$ cat config.mk
export PLATFORM = sky130hd
export DESIGN_NAME = lsu_lane_align
export DESIGN_NICKNAME = d
export VERILOG_FILES = /design/src/rtl/lsu_lane_pkg.sv /design/src/rtl/lsu_ea_add.sv /design/src/rtl/lsu_store_steer.sv /design/src/rtl/lsu_load_extract.sv /design/src/rtl/lsu_lane_align.sv
export SDC_FILE = /design/constraint.sdc
export NUM_CORES = 1
export LEC_CHECK = 0
export BUFFER_PORTS_ARGS = -buffer_cell sky130_fd_sc_hd__buf_4
export CORE_ASPECT_RATIO = 1.25
export CORE_UTILIZATION = 44
export DETAILED_ROUTE_END_ITERATION = 16
export GPL_TIMING_DRIVEN = 0
export PLACE_DENSITY = 0.84
export SKIP_LAST_GASP = 1
export SLEW_MARGIN = 30
export SYNTH_ARGS = -nofsm -noshare
export SYNTH_HDL_FRONTEND = slang
export SYNTH_SLANG_ARGS = --single-unit
$ cat constraint.sdc
create_clock -name vclk -period 4.92
set_input_delay 0.984 -clock vclk [all_inputs]
set_output_delay 0.984 -clock vclk [all_outputs]
set_load 0.01 [all_outputs]
$ cat src/rtl/lsu_lane_pkg.sv
package lsu_lane_pkg;
  typedef enum logic [1:0] {
    SZ_BYTE = 2'b00,
    SZ_HALF = 2'b01,
    SZ_WORD = 2'b10,
    SZ_WRD2 = 2'b11
  } acc_size_e;
endpackage

$ cat src/rtl/lsu_ea_add.sv
module lsu_ea_add #(
  parameter int unsigned ADDR_W = 32,
  parameter int unsigned OFF_W  = 16
) (
  input  logic [ADDR_W-1:0] base_i,
  input  logic [OFF_W-1:0]  offset_i,
  output logic [ADDR_W-1:0] addr_o
);
  localparam int unsigned EXT_W = ADDR_W - OFF_W;

  logic [ADDR_W-1:0] off_ext;
  assign off_ext = {{EXT_W{offset_i[OFF_W-1]}}, offset_i};
  assign addr_o  = base_i + off_ext;
endmodule

$ cat src/rtl/lsu_store_steer.sv
module lsu_store_steer
  import lsu_lane_pkg::*;
#(
  parameter int unsigned DATA_W = 32,
  localparam int unsigned LANES = DATA_W / 8,
  localparam int unsigned LSB_W = $clog2(LANES)
) (
  input  logic [1:0]        size_i,
  input  logic [LSB_W-1:0]  lane_i,
  input  logic              misaligned_i,
  input  logic              is_store_i,
  input  logic [DATA_W-1:0] data_i,
  output logic [DATA_W-1:0] wdata_o,
  output logic [LANES-1:0]  byte_en_o
);
  localparam int unsigned HALF_W = DATA_W / 2;
  localparam logic [LANES-1:0] TOP1 = LANES'(1) << (LANES - 1);
  localparam logic [LANES-1:0] TOP2 = LANES'(3) << (LANES - 2);

  logic [LANES-1:0] mask;

  always_comb begin
    unique case (acc_size_e'(size_i))
      SZ_BYTE: begin
        wdata_o = {LANES{data_i[7:0]}};
        mask    = TOP1 >> lane_i;
      end
      SZ_HALF: begin
        wdata_o = {2{data_i[HALF_W-1:0]}};
        mask    = TOP2 >> lane_i;
      end
      default: begin
        wdata_o = data_i;
        mask    = '1;
      end
    endcase
  end

  assign byte_en_o = (is_store_i && !misaligned_i) ? mask : '0;
endmodule

$ cat src/rtl/lsu_load_extract.sv
module lsu_load_extract
  import lsu_lane_pkg::*;
#(
  parameter int unsigned DATA_W = 32,
  localparam int unsigned LANES = DATA_W / 8,
  localparam int unsigned LSB_W = $clog2(LANES)
) (
  input  logic [1:0]        size_i,
  input  logic [LSB_W-1:0]  lane_i,
  input  logic              unsigned_i,
  input  logic              misaligned_i,
  input  logic [DATA_W-1:0] rdata_i,
  output logic [DATA_W-1:0] load_o
);
  localparam int unsigned HALF_W = DATA_W / 2;

  logic [DATA_W-1:0] byte_sh, half_sh;
  logic [7:0]        byte_v;
  logic [HALF_W-1:0] half_v;

  // big-endian: lane 0 is the most significant byte
  assign byte_sh = rdata_i >> (8 * (LANES - 1 - int'(lane_i)));
  assign half_sh = rdata_i >> (8 * (LANES - 2 - int'(lane_i)));
  assign byte_v  = byte_sh[7:0];
  assign half_v  = half_sh[HALF_W-1:0];

  always_comb begin
    if (misaligned_i) begin
      load_o = '0;
    end else begin
      unique case (acc_size_e'(size_i))
        SZ_BYTE: load_o = {{(DATA_W-8){~unsigned_i & byte_v[7]}}, byte_v};
        SZ_HALF: load_o = {{HALF_W{~unsigned_i & half_v[HALF_W-1]}}, half_v};
        default: load_o = rdata_i;
      endcase
    end
  end
endmodule

$ cat src/rtl/lsu_lane_align.sv
module lsu_lane_align
  import lsu_lane_pkg::*;
#(
  parameter int unsigned DATA_W = 32,
  parameter int unsigned OFF_W  = 16,
  localparam int unsigned LANES = DATA_W / 8,
  localparam int unsigned LSB_W = $clog2(LANES)
) (
  input  logic              is_store_i,
  input  logic [1:0]        size_i,
  input  logic              unsigned_i,
  input  logic [DATA_W-1:0] base_i,
  input  logic [OFF_W-1:0]  offset_i,
  input  logic [DATA_W-1:0] store_data_i,
  input  logic [DATA_W-1:0] mem_rdata_i,
  output logic [DATA_W-1:0] addr_o,
  output logic [LANES-1:0]  byte_en_o,
  output logic [DATA_W-1:0] wdata_o,
  output logic [DATA_W-1:0] load_data_o,
  output logic              misaligned_o
);
  logic [LSB_W-1:0] lane;

  lsu_ea_add #(.ADDR_W(DATA_W), .OFF_W(OFF_W)) u_ea (
    .base_i  (base_i),
    .offset_i(offset_i),
    .addr_o  (addr_o)
  );

  assign lane = addr_o[LSB_W-1:0];

  always_comb begin
    unique case (acc_size_e'(size_i))
      SZ_BYTE: misaligned_o = 1'b0;
      SZ_HALF: misaligned_o = lane[0];
      default: misaligned_o = |lane;
    endcase
  end

  lsu_store_steer #(.DATA_W(DATA_W)) u_st (
    .size_i      (size_i),
    .lane_i      (lane),
    .misaligned_i(misaligned_o),
    .is_store_i  (is_store_i),
    .data_i      (store_data_i),
    .wdata_o     (wdata_o),
    .byte_en_o   (byte_en_o)
  );

  lsu_load_extract #(.DATA_W(DATA_W)) u_ld (
    .size_i      (size_i),
    .lane_i      (lane),
    .unsigned_i  (unsigned_i),
    .misaligned_i(misaligned_o),
    .rdata_i     (mem_rdata_i),
    .load_o      (load_data_o)
  );
endmodule

==> impl_results.md <==
* Starting density of the core at between 40% and 50%
* Height of the chip at slightly below 100 um
* Synth cell types at between 50 and 60
* Largest cells by area after synthesis: sky130_fd_sc_hd__ha_1 13%, sky130_fd_sc_hd__a21oi_1 10%, sky130_fd_sc_hd__mux2_2 5.7%, sky130_fd_sc_hd__mux4_2 5.7%, sky130_fd_sc_hd__nand2_1 5.7%
* Total design power at approximately 0.0008 W
* Outcome: complete, no violations
* Synth Net Count at 611
* Sequential share of the synthesized area at 0%
* Clock Power Share at 0%
* Share of the synthesized area in the top cell type at 13.1%
* Number of buffer cells added on primary ports at between 200 and 250
* First-pass GRT wire length at ~21000 um
* Instance count of the mapped netlist at approximately 460
* Proportion of power drawn by flip-flops and latches at 0%
* Crit start category: input port
* Path class of the lowest-slack min-delay path: in2out
* Vias in the first global route at around 4100
* Combined area of all synthesized cells at between 3000 and 4000 sq um
* FF+latch area at 0 sq um
* Synthesis-to-finish area growth at 56.7%
* Layout cell share with drive strength beyond 1 at between 40% and 50%
* Relative slew margins at 50.4%
* Crit Path Category: in2out
* Overflow left after global routing at 0
* Slew at the pin closest to its max-slew limit at roughly 740 ps
* Area of the multi-input gates at about 2900 sq um
* DRC violation total after the first TritonRoute iteration at between 200 and 300
* Via count at 4457
* Worst setup EP type: primary output
* Highest achievable clock rate at roughly 0.21 GHz
* Hold Worst Slack at around 2300 ps
* Required time of the critical path at between 3000 and 4000 ps
* Placer Congestion at around 1
* Antenna violation net count after detailed routing at 0
* Cell row count at 34
* Launch instance of the worst min-delay path: store_data_i[26]
* Post-Syn Area per Cell at about 6.9 sq um
* Hold buffer count at CTS at 0
* Arrival time reported for the critical path endpoint at approximately 3800 ps
* Fill count at 570
* Diode count at 0
* Highest net fanout along the worst path at 10
* Static power due to leakage at between 2 and 2.5 nW
* Nets@finish at 830
* Wirelength, routed at approximately 14000 um
* Number of iterations in the first detailed-routing pass at 5
* Overall Global Routing Usage at approximately 34%
* Max Transition Viols Final at 0
* Switching fraction of total power at between 50% and 60%
* Routed WL per cell at between 15 and 20 um
* Number of antenna violations at the first check in global routing at 0
* Die W at 77.8 um
* Area of placed instances at 4890 sq um
* Yosys top cell by area: sky130_fd_sc_hd__ha_1
* Most frequent standard cell in the layout excluding fill and tap cells: sky130_fd_sc_hd__buf_4
* Internal power at 0.000394 W
* Most used cells in the layout excluding fill and tap cells: 226 x sky130_fd_sc_hd__buf_4, 62 x sky130_fd_sc_hd__a21oi_1, 48 x sky130_fd_sc_hd__nand2_1, 37 x sky130_fd_sc_hd__inv_1, 32 x sky130_fd_sc_hd__ha_1
* Detailed-placement wirelength estimate at roughly 11000 um
* Setup-failing EPs final at 0
* Total number of sequential cells at 0
* Power density over the cells at 165 nW/um^2
* Maxcap violations at 0
* Via density at roughly 5.8
* Worst vdd ir at 0.102 mV
* Die Footprint at between 7000 and 8000 sq um
* Source of the critical timing path: base_i[0]
* Final cell area excluding filler cells at ~5000 sq um
* Combinational power share at 100.0%
* Final worst path period need at 4750 ps
* Total count of hold-check failures in the final report at 0
* IO Count at between 200 and 250
* Total net switching power at 0.000421 W
* Clock buffer instance count of the final layout at 0
* Floorplan Core Area at 6930 sq um
* Final period utilization at between 90% and 100%
* Total DRC errors in the routed layout at 0
* Largest net degree at the start of global routing at 18
* Synth warnings at 0
[synthesized netlist by cell type (all sizes together) (2+ instances only)]
library cell	n
nand3	18
xor2	9
xnor2	20
ha	33
o31ai	2
mux4	8
clkbuf	13
and2	3
mux2	16
o21a	7
a221oi	8
a21oi	64
mux2i	17
nor2	29
a22oi	7
buf	19
o221ai	2
a21boi	4
a211oi	4
a21o	12
inv	38
o41ai	2
nor3	5
o21bai	6
a31oi	2
o211ai	6
nand4	6
and4	2
o21ai	38
nand2	48
[cells by family (layout without fill, tap and decap cells)]
kind of cell	count (synthesis)	in the layout	share of synthesized area, %
AO/OA/AOI/OAI	168	168	34.3
XOR/XNOR	29	29	8.04
adder cells (fa/ha/maj)	34	34	13.7
buffers and inverters	70	287	9.82
multiplexers	41	41	16.8
AND/OR/NAND/NOR	119	119	17.4
[per-stage QoR]
| step | cells | worst slack, ps | setup TNS [ps] | util (%) |
|---|---|---|---|---|
| after floorplan | 461 | 165 | 0 | - |
| after global placement | 767 | -474 | -8180 | 70.6 |
| after detailed placement | 767 | -466 | -8750 | 70.6 |
| after CTS | 768 | 27.9 | 0 | 71.0 |
| after global routing | 768 | -0.235 | -0.235 | 71.4 |
| final | 768 | 175 | 0 | 71.4 |
[power by group through the flow]
stage / Clock, W / Sequential [W] / Combinational, W
2_1_floorplan: 0 / 0 / 0.000441
3_3_place_gp: 0 / 0 / 0.000773
3_5_place_dp: 0 / 0 / 0.000785
4_1_cts: 0 / 0 / 0.000795
5_1_grt: 0 / 0 / 0.000872
6_report: 0 / 0 / 0.000815
[final timing paths]
path | end | slack, ps | cells past startpoint
setup / recovery | load_data_o[24] | 170 | 16
hold / removal | wdata_o[26] | 2270 | 4
[worst max-delay path, stage by stage]
cell,delay (ps)
sky130_fd_sc_hd__buf_4,110
sky130_fd_sc_hd__ha_2,220
sky130_fd_sc_hd__fa_2,580
sky130_fd_sc_hd__buf_8,150
sky130_fd_sc_hd__inv_1,50
sky130_fd_sc_hd__ha_1,290
sky130_fd_sc_hd__buf_4,170
sky130_fd_sc_hd__nor3b_2,150
sky130_fd_sc_hd__a21oi_1,70
sky130_fd_sc_hd__o21ai_1,110
sky130_fd_sc_hd__nand2_1,90
sky130_fd_sc_hd__a21oi_2,210
sky130_fd_sc_hd__o21bai_4,110
sky130_fd_sc_hd__buf_6,170
sky130_fd_sc_hd__a21oi_1,140
sky130_fd_sc_hd__buf_4,140
[area by class of cell]
class | count | area share [%]
multi-input combinational | 391 | 58.1
timing repair buffer | 217 | 32.9
buffer | 32 | 3.84
tap | 90 | 2.27
inverter | 38 | 2.88
[layer usage]
metal  global-route usage [%]  vias up  share of wire (%)
met5                        0        -                  0
met4                     9.29        0                2.4
met3                     6.51       25                 10
met2                     61.0      265                 50
met1                     41.9     2040                 38
li1                         -     2127                  -
[what timing repair did]
| action | 4_1_cts | 5_1_grt |
|---|---|---|
| endpoints found under the setup margin | 32 | 23 |
| gates resized for setup | 7 | 11 |
| pin swaps | 1 | 2 |
| setup buffers | 1 | 0 |
Note: power is estimated with default switching activity, not from simulation.
